**src/rtl/gpio_pkg.sv**
```systemverilog
package gpio_pkg;
    localparam int DATA_W  = 16;
    localparam int ADDR_W  = 3;
    localparam int PA_PINS = 4;
    localparam int PA_SELS = 2;
    localparam int PB_PINS = 12;

    typedef enum logic [ADDR_W-1:0] {
        REG_PA_IN  = 3'd0,
        REG_PA_SEL = 3'd1,
        REG_PB_OUT = 3'd2,
        REG_PB_SEL = 3'd3,
        REG_PB_EN  = 3'd4
    } reg_addr_e;

    localparam int PA_TXEN_BIT = 0;
    localparam int PA_RXD_BIT  = 1;
endpackage

```
**src/rtl/gpio_regs.sv**
```systemverilog
module gpio_regs
    import gpio_pkg::*;
#(
    parameter int DW  = DATA_W,
    parameter int AW  = ADDR_W,
    parameter int PAW = PA_PINS,
    parameter int PSW = PA_SELS,
    parameter int PBW = PB_PINS
) (
    input  logic           clk,
    input  logic           rst_n,
    input  logic [AW-1:0]  addr_i,
    input  logic           wr_i,
    input  logic [DW-1:0]  wdata_i,
    input  logic [PAW-1:0] pa_sync_i,
    output logic [DW-1:0]  rdata_o,
    output logic [PSW-1:0] pa_sel_o,
    output logic [PBW-1:0] pb_dout_o,
    output logic [PBW-1:0] pb_sel_o,
    output logic           pb_en_o
);
    typedef struct packed {
        logic [PSW-1:0] pa_sel;
        logic [PBW-1:0] pb_dout;
        logic [PBW-1:0] pb_sel;
        logic           pb_en;
    } regs_t;

    regs_t regs_d, regs_q;

    always_comb begin
        regs_d = regs_q;
        if (wr_i) begin
            case (addr_i)
                REG_PA_SEL: regs_d.pa_sel  = wdata_i[PSW-1:0];
                REG_PB_OUT: regs_d.pb_dout = wdata_i[PBW-1:0];
                REG_PB_SEL: regs_d.pb_sel  = wdata_i[PBW-1:0];
                REG_PB_EN:  regs_d.pb_en   = wdata_i[0];
                default:    regs_d = regs_q;
            endcase
        end
    end

    always_ff @(posedge clk) begin
        if (!rst_n) regs_q <= '0;
        else        regs_q <= regs_d;
    end

    always_comb begin
        rdata_o = '0;
        case (addr_i)
            REG_PA_IN:  rdata_o[PAW-1:0] = pa_sync_i;
            REG_PA_SEL: rdata_o[PSW-1:0] = regs_q.pa_sel;
            REG_PB_OUT: rdata_o[PBW-1:0] = regs_q.pb_dout;
            REG_PB_SEL: rdata_o[PBW-1:0] = regs_q.pb_sel;
            REG_PB_EN:  rdata_o[0]       = regs_q.pb_en;
            default:    rdata_o = '0;
        endcase
    end

    assign pa_sel_o  = regs_q.pa_sel;
    assign pb_dout_o = regs_q.pb_dout;
    assign pb_sel_o  = regs_q.pb_sel;
    assign pb_en_o   = regs_q.pb_en;

    AST_RSVD_ZERO: assert property (@(posedge clk) disable iff (!rst_n)
        rdata_o[DW-1:PBW] == '0);
    AST_PB_EN_HOLD: assert property (@(posedge clk) disable iff (!rst_n)
        (!wr_i || addr_i != REG_PB_EN) |=> $stable(pb_en_o));
endmodule

```
**src/rtl/gpio_port_a.sv**
```systemverilog
module gpio_port_a
    import gpio_pkg::*;
#(
    parameter int PAW = PA_PINS,
    parameter int PSW = PA_SELS
) (
    input  logic           clk,
    input  logic           rst_n,
    input  logic [PAW-1:0] pins_i,
    input  logic [PSW-1:0] sel_i,
    output logic [PAW-1:0] sync_o,
    output logic           txen_o,
    output logic           rxd_o
);
    typedef struct packed {
        logic [PAW-1:0] stage1;
        logic [PAW-1:0] stage2;
    } sync_t;

    sync_t sync_d, sync_q;

    always_comb begin
        sync_d.stage1 = pins_i;
        sync_d.stage2 = sync_q.stage1;
    end

    always_ff @(posedge clk) begin
        if (!rst_n) sync_q <= '0;
        else        sync_q <= sync_d;
    end

    assign sync_o = sync_q.stage2;
    assign txen_o = sel_i[PA_TXEN_BIT] ? sync_q.stage2[PA_TXEN_BIT] : 1'b0;
    assign rxd_o  = sel_i[PA_RXD_BIT]  ? sync_q.stage2[PA_RXD_BIT]  : 1'b1;
endmodule

```
**src/rtl/gpio_port_b.sv**
```systemverilog
module gpio_port_b
    import gpio_pkg::*;
#(
    parameter int PBW = PB_PINS
) (
    input  logic [PBW-1:0] dout_i,
    input  logic [PBW-1:0] sel_i,
    input  logic [PBW-1:0] periph_i,
    input  logic           en_i,
    output logic [PBW-1:0] pin_o,
    output logic [PBW-1:0] oe_o
);
    for (genvar i = 0; i < PBW; i++) begin : g_pin
        assign pin_o[i] = sel_i[i] ? periph_i[i] : dout_i[i];
        assign oe_o[i]  = en_i;
    end
endmodule

```
**src/rtl/gpio_mux_port.sv**
```systemverilog
module gpio_mux_port
    import gpio_pkg::*;
(
    input  logic                clk,
    input  logic                rst_n,
    input  logic [ADDR_W-1:0]   bus_addr_i,
    input  logic                bus_wr_i,
    input  logic [DATA_W-1:0]   bus_wdata_i,
    output logic [DATA_W-1:0]   bus_rdata_o,
    input  logic [PA_PINS-1:0]  pa_pins_i,
    output logic                uart_txen_o,
    output logic                uart_rxd_o,
    input  logic [PB_PINS-1:0]  periph_b_i,
    output logic [PB_PINS-1:0]  pb_out_o,
    output logic [PB_PINS-1:0]  pb_oe_o
);
    logic [PA_PINS-1:0] pa_sync;
    logic [PA_SELS-1:0] pa_sel;
    logic [PB_PINS-1:0] pb_dout;
    logic [PB_PINS-1:0] pb_sel;
    logic               pb_en;

    gpio_regs u_regs (
        .clk       (clk),
        .rst_n     (rst_n),
        .addr_i    (bus_addr_i),
        .wr_i      (bus_wr_i),
        .wdata_i   (bus_wdata_i),
        .pa_sync_i (pa_sync),
        .rdata_o   (bus_rdata_o),
        .pa_sel_o  (pa_sel),
        .pb_dout_o (pb_dout),
        .pb_sel_o  (pb_sel),
        .pb_en_o   (pb_en)
    );

    gpio_port_a u_port_a (
        .clk    (clk),
        .rst_n  (rst_n),
        .pins_i (pa_pins_i),
        .sel_i  (pa_sel),
        .sync_o (pa_sync),
        .txen_o (uart_txen_o),
        .rxd_o  (uart_rxd_o)
    );

    gpio_port_b u_port_b (
        .dout_i   (pb_dout),
        .sel_i    (pb_sel),
        .periph_i (periph_b_i),
        .en_i     (pb_en),
        .pin_o    (pb_out_o),
        .oe_o     (pb_oe_o)
    );

    AST_TXEN_IDLE: assert property (@(posedge clk) disable iff (!rst_n)
        !pa_sel[PA_TXEN_BIT] |-> !uart_txen_o);
    AST_RXD_IDLE: assert property (@(posedge clk) disable iff (!rst_n)
        !pa_sel[PA_RXD_BIT] |-> uart_rxd_o);
    AST_PB_ALL_PORT: assert property (@(posedge clk) disable iff (!rst_n)
        (pb_sel == '0) |-> (pb_out_o == pb_dout));
    AST_PB_ALL_PERIPH: assert property (@(posedge clk) disable iff (!rst_n)
        (pb_sel == '1) |-> (pb_out_o == periph_b_i));
    AST_OE_UNIFORM: assert property (@(posedge clk) disable iff (!rst_n)
        ($countones(pb_oe_o) == 0) || ($countones(pb_oe_o) == PB_PINS));
    AST_OE_FOLLOWS_EN: assert property (@(posedge clk) disable iff (!rst_n)
        (bus_wr_i && bus_addr_i == REG_PB_EN) |=> (pb_oe_o[0] == $past(bus_wdata_i[0])));
endmodule

```
**config.mk**
```make
export PLATFORM = sky130hd
export DESIGN_NAME = gpio_mux_port
export DESIGN_NICKNAME = d
export VERILOG_FILES = /design/src/rtl/gpio_pkg.sv /design/src/rtl/gpio_regs.sv /design/src/rtl/gpio_port_a.sv /design/src/rtl/gpio_port_b.sv /design/src/rtl/gpio_mux_port.sv
export SDC_FILE = /design/constraint.sdc
export NUM_CORES = 1
export LEC_CHECK = 0
export BUFFER_PORTS_ARGS = -buffer_cell sky130_fd_sc_hd__buf_2
export CORE_ASPECT_RATIO = 1.75
export CORE_MARGIN = 2
export CORE_UTILIZATION = 47
export DETAILED_ROUTE_END_ITERATION = 7
export PLACE_DENSITY_LB_ADDON = 0.08
export SLEW_MARGIN = 20
export SYNTH_ARGS = -nofsm -noshare
export SYNTH_HDL_FRONTEND = slang
export SYNTH_HIERARCHICAL = 1
export SYNTH_SLANG_ARGS = --single-unit
```
**constraint.sdc**
```tcl
create_clock -name clk -period 1.35 [get_ports clk]
set_input_delay 0.135 -clock clk [delete_from_list [all_inputs] [get_ports clk]]
set_output_delay 0.135 -clock clk [all_outputs]
set_load 0.01 [all_outputs]
```
Word level (Yosys, flattened, before mapping)
Cells that the tools add are included.
{ "totals": {"register_bits": 35, "in_bits": 38} }
{ "op_classes": {"n_eq_ne": 4, "mux": 18, "n_reduce_logical": 5} }
{ "ops": {"columns": ["op", "count"], "rows": [
  ["$pmux 8 s2", 1],
  ["$mux 1", 14],
  ["$reduce_and 2->1", 4],
  ["$eq 3x2->1 const B", 2],
  ["$pmux 2 s3", 1],
  ["$pmux 1 s5", 1],
  ["$pmux 1 s4", 1],
  ["$eq 3x1->1 const B", 1],
  ["$eq 3x3->1 const B", 1],
  ["$logic_not 3->1", 1]
]} }

Longest topological paths before layout
{ "depth": {"word_depth": 2, "ltp_mapped": 5} }

By module
The synthesis kept the hierarchy.
{ "modules_own_cells": {"columns": ["module", "area_per_inst_um2", "cells_per_inst", "seq_area_each_um2", "instances"], "rows": [
  ["gpio_regs", 1347.5, 160, 540.5, 1],
  ["gpio_port_b", 270.3, 24, 0.0, 1],
  ["gpio_port_a", 222.7, 18, 160.2, 1]
]} }

Worst setup path after synthesis
No wires, ideal clock.
{ "synth_timing": {"path_kind": "input -> output", "start": "in bus_addr_i[0]", "end": "out bus_rdata_o[1]", "path_stages": 3, "setup_slack_ns": 0.263, "arrival_ns": 0.952, "path_buffers": 1, "t_required_ns": 1.215, "path_cell_list": "buf_2 -> mux4_2 -> nor2b_1"} }
{ "synth_via": {"elab_chain_cells": 2, "elab_cells_between_ends": 5, "classes_between": "3 x eq/ne; 1 x mux; 1 x reduce/logical"} }
{ "synth_rtl": {"columns": ["item", "line", "rtl"], "rows": [
  ["start, declared", "gpio_mux_port.sv:6", "input logic [ADDR_W-1:0] bus_addr_i,"],
  ["$eq 3x2->1, or another cell as far along", "gpio_regs.sv:51", "case (addr_i)"],
  ["$pmux 1 s4 *", "gpio_regs.sv:51", null],
  ["end, declared", "gpio_mux_port.sv:9", "output logic [DATA_W-1:0] bus_rdata_o,"]
]} }
Every way passes the cells marked *; elsewhere a longest branch is shown, timed or not.

Worst setup path in the final report
{ "layout_timing": {"start": "reg u_regs.regs_q[2] (netlist: u_regs/pb_sel_o[1])", "end": "out bus_rdata_o[1]"} }
{ "layout_via": {"elab_chain_cells": 1} }
{ "layout_rtl": {"columns": ["item", "line", "rtl"], "rows": [
  ["start, declared", "gpio_regs.sv:29", "regs_t regs_d, regs_q;"],
  ["start signal, assigned", "gpio_regs.sv:46", "else regs_q <= regs_d;"],
  ["$pmux 1 s4", "gpio_regs.sv:51", null]
]} }
Every way passes these cells.

==> results.toml <==
[routing]
final_antenna_net_count = 0
postRouteWirelength_um = 4050
dr_total_vias = 1584
routedWlPerCell_um = 12.6
via_per_inst = 4.92
dr.pass1.iters = 4
drc_errors = 0
drtIter0Drc = 21

[synth]
yosysTopAreaCellShare_pct = 38.1
async_flop_share_pct = 0
synth_top_cells_by_area = "dfxtp_1 (38%), mux2_4 (9.8%), nand2_1 (9.8%)"
ys.flop_type = "dfxtp_1"
yosys_warnings = 6
synth_edf_count = 0
synth_top_area_cell = "dfxtp_1"
synth-seq-cells = 35
synth.avg_cell_area_um2 = 9.11
syn_area_mm2 = 0.00184
ys_seq_area_share_pct = 38.1
syn_inst = 202
synth_cell_types = 27

[placed_design]
pre_cts_ws_ns = 0.0459
dpl_cell_area_mm2 = 0.00219
hpwl_um = 2940
port_buffers = 71
gp_congestion = 0.708
dp.cells = 308

[grt]
overflow = 0
grt_pass1_vias = 1452
antenna_found_initial = 0
grt_use_total_pct = 19.3
grt_pass1_wl_um = 6500
grt_start_max_net_pins = 36

[die]
die_x_um = 51.3
fp.dieArea_mm2 = 0.00445
start_util_pct = 48.1
pin_count = 80
core_area_mm2 = 0.00383
row_count = 30
die_h_um = 86.8

[timing]
drv_slew = 0
timing.hold.ws_ns = 0.0546
fin_tns_setup_ns = -0.131
hold_viol_final = 0
fin_crit_ns = 1.45
rsz0062_at_grt = "yes"
timing.fmax_ghz = 0.689
period_share_pct = 107
setup_viol = 3
finalClockSkew_ns = 0.00102
fin_ws_ns = -0.100

[min_path]
hp-class = "input pin to flop"

[cts]
clock-sinks = 35
clockBufferDepth = 2
cts_tree = "built"
cts_htree_levels = 2
clkTransAtPathRegs_ns = 0.07
cts_buffers = 5
worstSkewPairLatency_ns = 0.28
cts-root-buf = "clkbuf_8"

[finish]
instances_no_fill = 322
final_cell_area_mm2 = 0.00237
nets = 311
layout_commonest_cell = "buf_2"
antenna_cells = 0
drive_gt1_share_pct = 45.6
fin_util_pct = 61.9
area_growth_pct = 28.8
final_cell_mix = "buf_2 (71), nand2_1 (48), dfxtp_1 (28), buf_4 (16), mux2_4 (15)"

[pwr]
p_leak_nw = 1.10
power_density_mw_per_mm2 = 913
power_mw = 2.16
vdd_drop_max_uv = 786

[run_status]
outcome = "complete, but fails checks"
violations = "setup timing"

[critical_path]
cp.arrival_ns = 1.32
crit_fanout = 2
critPathKind = "flop to primary output"
start_kind = "flop"
crit_path_end_kind = "primary output"
worst_ep_required_time_ns = 1.22

[flow_run]
drv_cap = 0
-- worst max-delay path, cell delays in order, from the launching register on --
cell and delay [ns]:
dfxtp_2 0.32, mux4_2 0.44, nor2b_1 0.14, buf_2 0.14
-- flip-flops by register name, indices dropped and copies added, names as in the netlist --
| name | flops |
|---|---|
| u_regs/pa_sel_o | 2 |
| u_port_a/sync_d | 4 |
| u_regs/pb_en_o | 1 |
| u_regs/pb_sel_o | 12 |
| u_port_a/sync_o | 4 |
| u_regs/pb_dout_o | 12 |
-- what timing repair did --
| action | 4_1_cts | 5_1_grt |
|---|---|---|
| hold buffers | 0 | 0 |
| buffers inserted | 3 | 3 |
| endpoints found under the setup margin | 4 | 4 |
| pin swaps | 1 | 4 |
| resized for setup | 9 | 4 |
-- synthesized netlist by cell type, drive strengths merged, types with 2 or more instances --
library cell / number
clkbuf: 4
nor2: 11
and2: 9
dfxtp: 35
buf: 23
nand2: 48
and4bb: 3
a22oi: 2
mux2: 15
mux2i: 11
nor2b: 4
nand2b: 2
a21boi: 24
-- metal layers --
metal	up-vias	share of wire [%]	global-route usage (%)
met3	6	5.6	4.31
li1	794	-	-
met5	-	0	0
met4	0	1.5	8.13
met2	51	52	34.9
met1	733	40	20.9
-- report_power, final --
| part | switching [mW] | internal, mW | total [mW] | leakage [nW] |
|---|---|---|---|---|
| logic | 0.127 | 0.136 | 0.263 | 0.766 |
| clock network | 0.360 | 0.464 | 0.824 | 0.0505 |
| registers | 0.0160 | 1.06 | 1.08 | 0.288 |
-- final timing paths --
kind                        endpoint  slack, ns  cells after the start          startpoint
setup / recovery      bus_rdata_o[1]      -0.10                      3  u_regs/pb_sel_o[1]
hold / removal    u_port_a/sync_d[0]       0.05                      2        pa_pins_i[0]
setup reg to reg      u_regs/pb_en_o       0.59                      3      u_regs/pb_en_o
hold reg to reg   u_port_a/sync_o[2]       0.44                      1  u_port_a/sync_d[2]
-- cell families (layout without fill, tap and decap cells) --
| logic type | count (synthesis) | in the layout | share of synthesized area [%] |
|---|---|---|---|
| compound gates | 29 | 29 | 11.6 |
| buf+inv | 28 | 97 | 9.72 |
| flops | 35 | 35 | 38.1 |
| mux | 27 | 27 | 18.8 |
| other cells | 1 | 4 | 0.204 |
| simple gates | 82 | 82 | 21.6 |
-- cell type report --
cell class,count,area (µm²)
fill,381,1460
sequential,35,709
tap,48,60.1
multi-input combinational,142,997
clock inverter,1,7.51
inverter,1,3.75
clock buffer,7,96.3
timing repair buffer,88,495
Note: power is estimated with default switching activity, not from simulation.
